### config.mk
export PLATFORM = sky130hd
export DESIGN_NAME = rev_alu
export DESIGN_NICKNAME = d
export VERILOG_FILES = /design/src/rtl/rev_alu_pkg.sv /design/src/rtl/rev_gate_cell.sv /design/src/rtl/rev_network.sv /design/src/rtl/rev_alu.sv
export SDC_FILE = /design/constraint.sdc
export NUM_CORES = 1
export LEC_CHECK = 0
export ABC_AREA = 1
export BUFFER_PORTS_ARGS = -buffer_cell sky130_fd_sc_hd__buf_2
export CORE_MARGIN = 2
export CORE_UTILIZATION = 40
export DETAILED_ROUTE_END_ITERATION = 8
export PLACE_DENSITY = 0.8
export REMOVE_ABC_BUFFERS = 1
export SETUP_SLACK_MARGIN = 0.3
export SYNTH_ARGS = -nofsm -noshare
export SYNTH_HDL_FRONTEND = slang
export SYNTH_SLANG_ARGS = --single-unit
### constraint.sdc
create_clock -name vclk -period 2.8
set_input_delay 0.28 -clock vclk [all_inputs]
set_output_delay 0.28 -clock vclk [all_outputs]
set_load 0.02 [all_outputs]
### src/rtl/rev_alu_pkg.sv
package rev_alu_pkg;

    typedef enum logic [1:0] {
        G_CX    = 2'd0,
        G_CCX   = 2'd1,
        G_CSWAP = 2'd2
    } gate_kind_e;

    typedef struct packed {
        gate_kind_e  kind;
        logic [15:0] c0;
        logic [15:0] c1;
        logic [15:0] t0;
        logic [15:0] t1;
    } gate_t;

    // line positions of the control and ancilla wires
    localparam int LN_NEGB = 0;
    localparam int LN_CIN  = 1;
    localparam int LN_AXB  = 2;
    localparam int LN_CSUM = 3;
    localparam int LN_NEGR = 4;
    localparam int LN_ANC  = 5;
    localparam int LN_DATA = 6;

    // named control words, bit 4 = negate-B ... bit 0 = negate-result
    localparam logic [4:0] OP_ADD = 5'b00110;
    localparam logic [4:0] OP_SUB = 5'b10111;
    localparam logic [4:0] OP_NEG = 5'b11110;
    localparam logic [4:0] OP_XOR = 5'b00100;
    localparam logic [4:0] OP_NOP = 5'b00000;

    function automatic int ln_a(input int i);
        return LN_DATA + 2 * i;
    endfunction

    function automatic int ln_b(input int i);
        return LN_DATA + 2 * i + 1;
    endfunction

    // carry line feeding bit i: the ancilla for bit 0, else A line below
    function automatic int ln_c(input int i);
        return (i == 0) ? LN_ANC : ln_a(i - 1);
    endfunction

    function automatic gate_t mk(input gate_kind_e k, input int c0, input int c1,
                                 input int t0, input int t1);
        gate_t g;
        g.kind = k;
        g.c0   = 16'(c0);
        g.c1   = 16'(c1);
        g.t0   = 16'(t0);
        g.t1   = 16'(t1);
        return g;
    endfunction

    // k-th gate of the forward network for an n-bit datapath (6n gates)
    function automatic gate_t gate_at(input int k, input int n);
        int j;
        int i;
        if (k < n) begin
            return mk(G_CX, LN_NEGB, 0, ln_b(k), 0);
        end else if (k == n) begin
            return mk(G_CX, LN_CIN, 0, LN_ANC, 0);
        end else if (k < 3 * n - 1) begin
            j = k - (n + 1);
            i = j / 2;
            if (j % 2 == 0) return mk(G_CCX, LN_AXB, ln_a(i), ln_b(i), 0);
            return mk(G_CSWAP, ln_b(i), 0, ln_a(i), ln_c(i));
        end else if (k == 3 * n - 1) begin
            return mk(G_CCX, LN_AXB, ln_a(n - 1), ln_b(n - 1), 0);
        end else if (k == 3 * n) begin
            return mk(G_CCX, LN_CSUM, ln_c(n - 1), ln_b(n - 1), 0);
        end else if (k < 5 * n - 1) begin
            j = k - (3 * n + 1);
            i = n - 2 - j / 2;
            if (j % 2 == 0) return mk(G_CSWAP, ln_b(i), 0, ln_a(i), ln_c(i));
            return mk(G_CCX, LN_CSUM, ln_c(i), ln_b(i), 0);
        end else if (k == 5 * n - 1) begin
            return mk(G_CX, LN_CIN, 0, LN_ANC, 0);
        end
        return mk(G_CX, LN_NEGR, 0, ln_b(k - 5 * n), 0);
    endfunction

endpackage

### src/rtl/rev_gate_cell.sv
module rev_gate_cell
    import rev_alu_pkg::*;
#(
    parameter int    L    = 14,
    parameter gate_t GATE = '0
) (
    input  logic [L-1:0] in_l,
    output logic [L-1:0] out_l
);
    localparam int C0 = int'(GATE.c0);
    localparam int C1 = int'(GATE.c1);
    localparam int T0 = int'(GATE.t0);
    localparam int T1 = int'(GATE.t1);

    always_comb begin
        out_l = in_l;
        unique case (GATE.kind)
            G_CX:  out_l[T0] = in_l[T0] ^ in_l[C0];
            G_CCX: out_l[T0] = in_l[T0] ^ (in_l[C0] & in_l[C1]);
            G_CSWAP: begin
                if (in_l[C0]) begin
                    out_l[T0] = in_l[T1];
                    out_l[T1] = in_l[T0];
                end
            end
            default: out_l = in_l;
        endcase
    end


    always_comb begin
        if (GATE.kind == G_CSWAP) begin
            swap_weight_chk: assert ($countones(out_l) == $countones(in_l))
                else $error("controlled swap changed line weight");
        end
    end
endmodule

### src/rtl/rev_network.sv
module rev_network
    import rev_alu_pkg::*;
#(
    parameter int N      = 16,
    parameter bit INVERT = 1'b0
) (
    input  logic [2*N+5:0] in_l,
    output logic [2*N+5:0] out_l
);
    localparam int L = 2 * N + 6;
    localparam int G = 6 * N;

    logic [L-1:0] stage [G+1];

    assign stage[0] = in_l;

    for (genvar k = 0; k < G; k++) begin : g_gate
        localparam int IDX = INVERT ? (G - 1 - k) : k;
        rev_gate_cell #(
            .L    (L),
            .GATE (gate_at(IDX, N))
        ) u_cell (
            .in_l  (stage[k]),
            .out_l (stage[k+1])
        );
    end

    assign out_l = stage[G];
endmodule

### src/rtl/rev_alu.sv
module rev_alu
    import rev_alu_pkg::*;
#(
    parameter int N      = 16,
    parameter bit INVERT = 1'b0
) (
    input  logic [4:0]   ctl_i,
    input  logic [N-1:0] a_i,
    input  logic [N-1:0] b_i,
    input  logic         anc_i,
    output logic [4:0]   ctl_o,
    output logic [N-1:0] a_o,
    output logic [N-1:0] r_o,
    output logic         anc_o
);
    localparam int L = 2 * N + 6;

    logic [L-1:0] lines_in;
    logic [L-1:0] lines_out;

    assign lines_in[LN_NEGB] = ctl_i[4];
    assign lines_in[LN_CIN]  = ctl_i[3];
    assign lines_in[LN_AXB]  = ctl_i[2];
    assign lines_in[LN_CSUM] = ctl_i[1];
    assign lines_in[LN_NEGR] = ctl_i[0];
    assign lines_in[LN_ANC]  = anc_i;

    assign ctl_o = {lines_out[LN_NEGB], lines_out[LN_CIN], lines_out[LN_AXB],
                    lines_out[LN_CSUM], lines_out[LN_NEGR]};
    assign anc_o = lines_out[LN_ANC];

    for (genvar i = 0; i < N; i++) begin : g_bit
        assign lines_in[LN_DATA + 2*i]     = a_i[i];
        assign lines_in[LN_DATA + 2*i + 1] = b_i[i];
        assign a_o[i] = lines_out[LN_DATA + 2*i];
        assign r_o[i] = lines_out[LN_DATA + 2*i + 1];
    end

    rev_network #(
        .N      (N),
        .INVERT (INVERT)
    ) u_net (
        .in_l  (lines_in),
        .out_l (lines_out)
    );

    always_comb begin

        ctl_pass_chk: assert (ctl_o == ctl_i) else $error("controls altered");

        a_pass_chk: assert (a_o == a_i) else $error("operand A altered");

        anc_pass_chk: assert (anc_o == anc_i) else $error("ancilla not restored");
    end

    if (!INVERT) begin : g_fwd_chk
        always_comb begin
            if (!anc_i) begin

                add_sum_chk: assert (ctl_i != OP_ADD || r_o == N'(b_i + a_i))
                    else $error("ADD result wrong");

                sub_diff_chk: assert (ctl_i != OP_SUB || r_o == N'(b_i - a_i))
                    else $error("SUB result wrong");

                neg_diff_chk: assert (ctl_i != OP_NEG || r_o == N'(a_i - b_i))
                    else $error("NEG result wrong");
            end

            xor_mix_chk: assert (ctl_i != OP_XOR || r_o == (b_i ^ a_i))
                else $error("XOR result wrong");

            nop_hold_chk: assert (ctl_i != OP_NOP || r_o == b_i)
                else $error("NOP changed B");
        end
    end
endmodule

======== Word-level counts from Yosys, hierarchy flattened ========
Cells that the tools add are included.
storage, ports and cells
  memory bits (writable) .................. 0
  output and inout bits ................... 38
  bits in latches ......................... 0
  word-level logic and storage cells ...... 156
  memories ................................ 0
  input bits .............................. 38
  ROM bits ................................ 0
  flip-flop bits (word level) ............. 0
operators by class
  equality and inequality tests ........... 0
  order comparisons ....................... 0
  shift-type cells ........................ 0
  reductions and logical operators ........ 0
  bitwise logic cells ..................... 98
  multiply operators ...................... 0
  add/subtract/negate cells ............... 0
  div/mod/pow operators ................... 0
  multiplexer cells ....................... 58
operators by type and width
  cell               number
  XOR 1 bit          66
  two-way mux 1 bit  56
  bitwise AND 1 bit  32
  two-way mux 2 bit  2

======== Longest topological paths before layout ========
Gate-level depths: netlist of run 1.
  depth after elaboration ................. 35
  mapped depth ............................ 37
  depth with buffers taken out ............ 36

======== Modules after synthesis ========
A second synthesis of run 1 with hierarchy kept.
second synthesis, totals
  cells, all modules ...................... 4062
  area, all modules ....................... 28507.3 µm²
modules (own cells, without submodules)
  module                                        seq. area each (µm²)  area each (µm²)  instances  cells an instance
  rev_gate_cell at u_net.g_gate[0].u_cell ...   0.0                   296.5            34         42
  rev_gate_cell at u_net.g_gate[17].u_cell ...  0.0                   297.8            32         42
  rev_gate_cell at u_net.g_gate[18].u_cell ...  0.0                   296.5            30         43

======== Least setup slack after synthesis of run 1 ========
Ideal clock, no wire load.
  path kind ............................... input -> output
  from .................................... input port ctl_i[4]
  to ...................................... output port r_o[15]
  path slack .............................. -0.066 ns
  cell stages on the path ................. 36
  data arrival time ....................... 2.586 ns
  cell sequence ........................... buf_6 > inv_2 > nand2_2 > nand2_1 > or2_0 > nand2_1 > nand2_1 > nand2_1 > nand2_1 > nand2_1 > nand2_1 > nand2_1 > nand2_1 > nand2_1 > nand2_1 > nand2_1 > nand2_1 > nand2_1 > nand2_1 > nand2_1 > nand2_1 > nand2_1 > nand2_1 > nand2_1 > nand2_1 > nand2_1 > nand2_1 > nand2_1 > nand2_1 > nand2_2 > nand2_2 > nand2_2 > nand2_1 > nand2_1 > nand2_1 > nand2_1
on the way
  cells in the longest elaborated chain, start to end .. 20
  elaborated cells between the ends (all ways) .. 50
  classes of those cells .................. mux (15); bitwise (35)
RTL lines
  element                           RTL line             text
  start: declaration                rev_alu.sv:7         input logic [4:0] ctl_i,
  XOR 1 bit                         rev_gate_cell.sv:18  G_CX: out_l[T0] = in_l[T0] ^ in_l[C0];
  XOR 1 bit                         rev_gate_cell.sv:19  G_CCX: out_l[T0] = in_l[T0] ^ (in_l[C0] & in_l[C1]);
  two-way mux 2 bit                 rev_gate_cell.sv:21  if (in_l[C0]) begin
  two-way mux 1 bit (14 in series)  rev_gate_cell.sv:21
  bitwise AND 1 bit                 rev_gate_cell.sv:19
  XOR 1 bit (*)                     rev_gate_cell.sv:19
  XOR 1 bit (*)                     rev_gate_cell.sv:18
  end: declaration                  rev_alu.sv:13        output logic [N-1:0] r_o,
Every way passes the cells marked *; elsewhere a longest branch is shown, timed or not.

======== Worst setup path in the final report of run 1 ========
Same ends and word-level chain as after synthesis.

==> reports/metrics.yaml, run 1 <==
run_status:
  outcome: "finished with violations"
  violations: "setup timing"
worst_hold_path:
  hp-class: "in -> out"
global_routing:
  grt_start_max_net_pins: 16
  grt_pass1_wl_mm: 4.86
  grt_antenna_before_repair: 0
  grt_overflow: 0
  first_global_vias: 1224
  track_usage: 0.177
timing:
  fmax_mhz: 310
  fin_tns_setup_ns: -2.63
  relSlewSlack: 0.546
  drv_slew: 0
  worstMarginPinSlew_ns: 0.680
  period_minus_slack_ns: 3.22
  fin_ws_ns: -0.422
  grt_setup_unrepaired: "true"
  finalSetupViolations: 8
  finalHoldViolCount: 0
  fin_crit_sh: 1.15
worst_setup_path:
  startpoint_type: "input port"
  cp-end-kind: "output pin"
  crit_arrival_ns: 2.94
  max_stage_delay_ns: 0.20
  worstPathRequired_ns: 2.52
  critPathKind: "in -> out"
  cp_common_cell: "nand2_2"
  critPathSlowestCell: "or2_0"
  cp_max_fo: 6
detailed_routing:
  wl_per_cell_um: 10.6
  via_per_inst: 4.29
  route.vias.total: 1389
  routed_wl_mm: 3.43
  drc_errors: 0
  drt_pass1_iterations: 4
  initialDrtViolationCount: 34
  postRouteAntennaNets: 0
logic_synthesis:
  syn-mean-instance-area_um2: 5.70
  synth_area_um2: 1150
  synth_top_cell_by_area: "xor2_1"
  yosys-top-cells-area: "xor2_1, nand2_1, xnor2_1, inv_1, or2_2"
  seq_area_frac_synth: 0
  yosysWarnings: 0
  synth_cell_type_count: 21
  synth_top_area_frac: 0.327
  syn_inst: 202
final_layout:
  nets: 333
  n_fill_cell: 225
  diodes: 0
  postLayoutCoreUtil: 0.724
  multiInputGateArea_um2: 1040
  syn_to_final_growth_pct: 73.3
  register_area_um2: 0
  design_area_um2: 2000
  drive_above_1_share: 0.560
  clkbuf_count: 0
  nFlopsAndLatches: 0
placement:
  hpwlAfterDp_mm: 2.23
  io_buffers: 76
  dp_slack_ns: -0.401
  place_congestion: 0.762
  dpl-instance-area_um2: 1570
die:
  die-width_um: 57.7
  ios: 76
  dieArea_um2: 3330
  core-area_um2: 2760
  die_y_um: 57.7
  start_util: 0.418
  rows: 19
run:
  drv_cap: 0
pwr:
  vdd_drop_max_mv: 0.329
  p_per_area_nw_per_um2: 405
  p_leak_nw: 1.15
clock_tree:
  hold_buffers: 0
## stage by stage
step                      std cells  total power, mW  hold WS, ns
after floorplan                 174            0.348        0.560
after global placement          299            0.559        0.798
after detailed placement        299            0.569        0.797
after CTS                       322            0.742        0.798
after global routing            324            0.865        0.812
final                           324            0.809        0.795
## synthesized netlist by cell type (all sizes together)
master	count
clkinv	1
xnor2	18
clkbuf	19
inv	22
buf	9
xor2	43
nor2	14
nand3	3
or2	14
o21ai	1
nand2	56
nand4	1
o21bai	1
## power by group
group	internal [mW]	leakage [nW]	total (mW)	switching [mW]
clock	0	0	0	0
sequential	0	0	0	0
combinational	0.403	1.15	0.809	0.406
total	0.403	1.15	0.809	0.406
## worst max-delay path, delay by kind of cell
kind	cells	cell delay (ns)
buffers and inverters	3	0.25
AND/OR/NAND/NOR	34	2.39
## cell type report
cell class / count / area share
Multi-Input combinational cell: 151 / 0.520
Timing Repair Buffer: 119 / 0.414
Inverter: 23 / 0.0470
Tap cell: 31 / 0.0194
## cell families after synthesis
family / Yosys count / synth area share
xor+xnor: 61 / 0.464
compound gates: 2 / 0.0109
buf+inv: 51 / 0.194
simple gates: 88 / 0.331
## routing by layer
metal,part of all wire,GRT usage
met4,0.0035,0.0233
met2,0.60,0.367
met5,0,0
met3,0.034,0.00446
met1,0.36,0.202
## final timing paths
| check | start | end | slack, ns | cells after the start |
|---|---|---|---|---|
| worst min-delay path | a_i[15] | a_o[15] | 0.79 | 2 |
| worst max-delay path | ctl_i[4] | r_o[15] | -0.42 | 37 |
## cell usage in the layout (no fill, tap or decap), types with 3 or more instances in the layout
cell | Yosys | routed
buf_2 | 1 | 65
buf_4 | 6 | 31
buf_6 | 1 | 22
inv_1 | 21 | 20
nand2_1 | 52 | 34
nand2_2 | 4 | 20
nor2_1 | 14 | 9
nor2_4 | 0 | 3
or2_2 | 12 | 11
xnor2_1 | 18 | 16
xor2_1 | 43 | 43
## what timing repair did
| action | in CTS | in global routing |
|---|---|---|
| buffers inserted | 23 | 2 |
| gates resized for setup | 42 | 30 |
| gates cloned | 0 | 0 |
| endpoints found under the setup margin | 7 | 8 |
| pin swaps | 14 | 18 |
(Power assumes the default switching activity.)
==> run 2: changes to the inputs <==
--- a/config.mk
+++ b/config.mk
@@ -5,12 +5,11 @@
 export SDC_FILE = /design/constraint.sdc
 export NUM_CORES = 1
 export LEC_CHECK = 0
-export ABC_AREA = 1
 export BUFFER_PORTS_ARGS = -buffer_cell sky130_fd_sc_hd__buf_2
 export CORE_MARGIN = 2
 export CORE_UTILIZATION = 40
 export DETAILED_ROUTE_END_ITERATION = 8
-export PLACE_DENSITY = 0.8
+export PLACE_DENSITY = 0.71
 export REMOVE_ABC_BUFFERS = 1
 export SETUP_SLACK_MARGIN = 0.3
 export SYNTH_ARGS = -nofsm -noshare
==> run 2 against run 1 <==
Compared with the run above: the flow now finishes without violations; flip-flop and latch count did not move; clock-buffer cell count is the same; design area grew 27%; combinational power is 0.6% lower; setup slack better by 0.69 ns; die area up 55%; synthesized cell count grew 36%; sequential share of layout area did not move; final cell count is 19% higher; critical path depth shrank 27; non-clock buffer count down 20; first-iteration DRC count grew to 2.9 times the previous value; critical endpoint is now r_o[5]; largest cell class unchanged.
==> reports/metrics.yaml, run 2 <==
logic_synthesis:
  yosysWarnings: 0  # unchanged
  seq_area_frac_synth: 0  # unchanged
  synth_area_um2: 1840  # was 1150 µm²
  synth_most_common_cell: "xnor2_1"  # was nand2_1
  synth_top_cell_by_area: "xnor2_1"  # was xor2_1
  synth_cell_type_count: 59  # was 21
  syn_inst: 274  # was 202
  synth_top_area_frac: 0.219  # was 0.327
  synth_common_cells: "xnor2_1, nand2_1, clkbuf_1, xor2_1, o21ai_0"  # was nand2_1, xor2_1, inv_1, clkbuf_1, xnor2_1
  yosys-top-cells-area: "xnor2_1, xor2_1, nand2_1, clkbuf_1, o21ai_0"  # was xor2_1, nand2_1, xnor2_1, inv_1, or2_2
  syn-mean-instance-area_um2: 6.73  # was 5.70 µm²
placement:
  place_congestion: 0.877  # was 0.762
  io_buffers: 76  # unchanged
  hpwlAfterDp_mm: 3.66  # was 2.23 mm
timing:
  fin_crit_sh: 0.906  # was 1.15
  period_minus_slack_ns: 2.54  # was 3.22 ns
  relSlewSlack: 0.681  # was 0.546
  finalSetupViolations: 0  # was 8
  worstMarginPinSlew_ns: 0.479  # was 0.680 ns
  grt_setup_unrepaired: "true"  # unchanged
  fmax_mhz: 394  # was 310 MHz
  drv_slew: 0  # unchanged
  fin_tns_setup_ns: 0  # was -2.63 ns
  finalHoldViolCount: 0  # unchanged
final_layout:
  diodes: 0  # unchanged
  n_fill_cell: 414  # was 225
  syn_to_final_growth_pct: 37.6  # was 73.3%
  final_common_cell: "buf_2"  # unchanged
  multiInputGateArea_um2: 1750  # was 1040 µm²
  layout_common_cells: "buf_2, xnor2_1, nand2_1"  # was buf_2, xor2_1, nand2_1
  register_area_um2: 0  # unchanged
  drive_above_1_share: 0.407  # was 0.560
  nets: 372  # was 333
  clkbuf_count: 0  # unchanged
  nFlopsAndLatches: 0  # unchanged
pwr:
  power_mw: 0.804  # was 0.809 mW
  p_leak_nw: 1.10  # was 1.15 nW
  p_per_area_nw_per_um2: 317  # was 405 nW/µm²
  vdd_drop_max_mv: 0.119  # was 0.329 mV
detailed_routing:
  postRouteAntennaNets: 0  # unchanged
  route.vias.total: 2017  # was 1389
  routed_wl_mm: 4.87  # was 3.43 mm
  drt_pass1_iterations: 4  # unchanged
  initialDrtViolationCount: 98  # was 34
  wl_per_cell_um: 12.7  # was 10.6 µm
  drc_errors: 0  # unchanged
  via_per_inst: 5.25  # was 4.29
global_routing:
  grt_pass1_wl_mm: 7.88  # was 4.86 mm
  grt_antenna_before_repair: 0  # unchanged
  track_usage: 0.181  # was 0.177
  grt_start_max_net_pins: 23  # was 16
  grt_overflow: 0  # unchanged
  first_global_vias: 1797  # was 1224
worst_setup_path:
  worstPathRequired_ns: 2.52  # about the same
  crit_arrival_ns: 2.26  # was 2.94 ns
  startpoint_type: "input port"  # unchanged
  crit_start: "anc_i"  # was ctl_i[4]
  cp_max_fo: 3  # was 6
  max_stage_delay_ns: 0.41  # was 0.20 ns
  critPathKind: "in -> out"  # unchanged
  cp-end-kind: "output pin"  # unchanged
  critPathSlowestCell: "or3_4"  # was or2_0
  crit_chain: "buf_8 > xor2_2 > o211a_1 > o22a_1 > or3_4 > mux2_4 > a22o_1 > nand2_1 > xnor2_1 > buf_4"
die:
  die-width_um: 71.9  # was 57.7 µm
  dieArea_um2: 5170  # was 3330 µm²
  start_util: 0.420  # was 0.418
  core-area_um2: 4380  # was 2760 µm²
  rows: 24  # was 19
  ios: 76  # unchanged
  die_y_um: 71.9  # was 57.7 µm
run:
  drv_cap: 0  # unchanged
worst_hold_path:
  hp-class: "in -> out"  # unchanged
  min_from: "anc_i"  # was a_i[15]
run_status:
  outcome: "finished, final reports clean"  # was finished with violations
-- run 2: cell families after synthesis --
family	after synthesis	synth area share
and+or+nand+nor	86	0.227
xor gates and xnor gates	69	0.350
AOI/OAI and AO/OA	67	0.260
buffers and inverters	48	0.140
muxes	4	0.0224
-- run 2: path summary, 6_finish.rpt --
check,endpoint,slack [ns],cells after the start
hold / removal,anc_o,0.79,2
setup / recovery,r_o[5],0.26,10
-- run 2: layout make-up --
class	count	share of cell area
inverters	7	0.0104
repair buffers	99	0.274
multi-input cells	226	0.690
well taps	52	0.0257
-- run 2: worst max-delay path: cells and delay by family --
kind	cells	cell delay, ns
AOI/OAI and AO/OA	3	0.65
xor gates and xnor gates	2	0.29
buffers and inverters	2	0.26
muxes	1	0.28
and+or+nand+nor	2	0.49
-- run 2: routing by layer --
layer / vias up / routed length (µm) / share of wire / track usage
met5: - / 0 / 0 / 0
met4: 0 / 65 / 0.013 / 0.0252
met3: 6 / 223 / 0.046 / 0.00422
met2: 55 / 2530 / 0.52 / 0.341
met1: 923 / 2050 / 0.42 / 0.233
li1: 1033 / - / - / -
-- run 2: repair_timing --
action	CTS	global route
hold buffers	0	0
endpoints found under the hold margin	0	0
setup buffers	4	6
cloned	1	0
pin swaps	17	22
gates resized for setup	38	22
setup endpoints to repair	10	10
-- run 2: stage by stage --
step	cells	hold slack, ns	util	instance area, µm²	worst slack, ns
after global placement	373	0.804	0.495	2170	0.103
after global routing	384	0.805	0.578	2540	0.148
final	384	0.794	0.578	2540	0.264
after CTS	378	0.798	0.547	2400	0.278
after floorplan	233	0.560	-	1610	0.410
after detailed placement	373	0.804	0.495	2170	0.0604
-- run 2: report_power, final --
group / internal (mW) / switching [mW]
Sequential: 0 / 0
Clock: 0 / 0
Combinational: 0.369 / 0.435
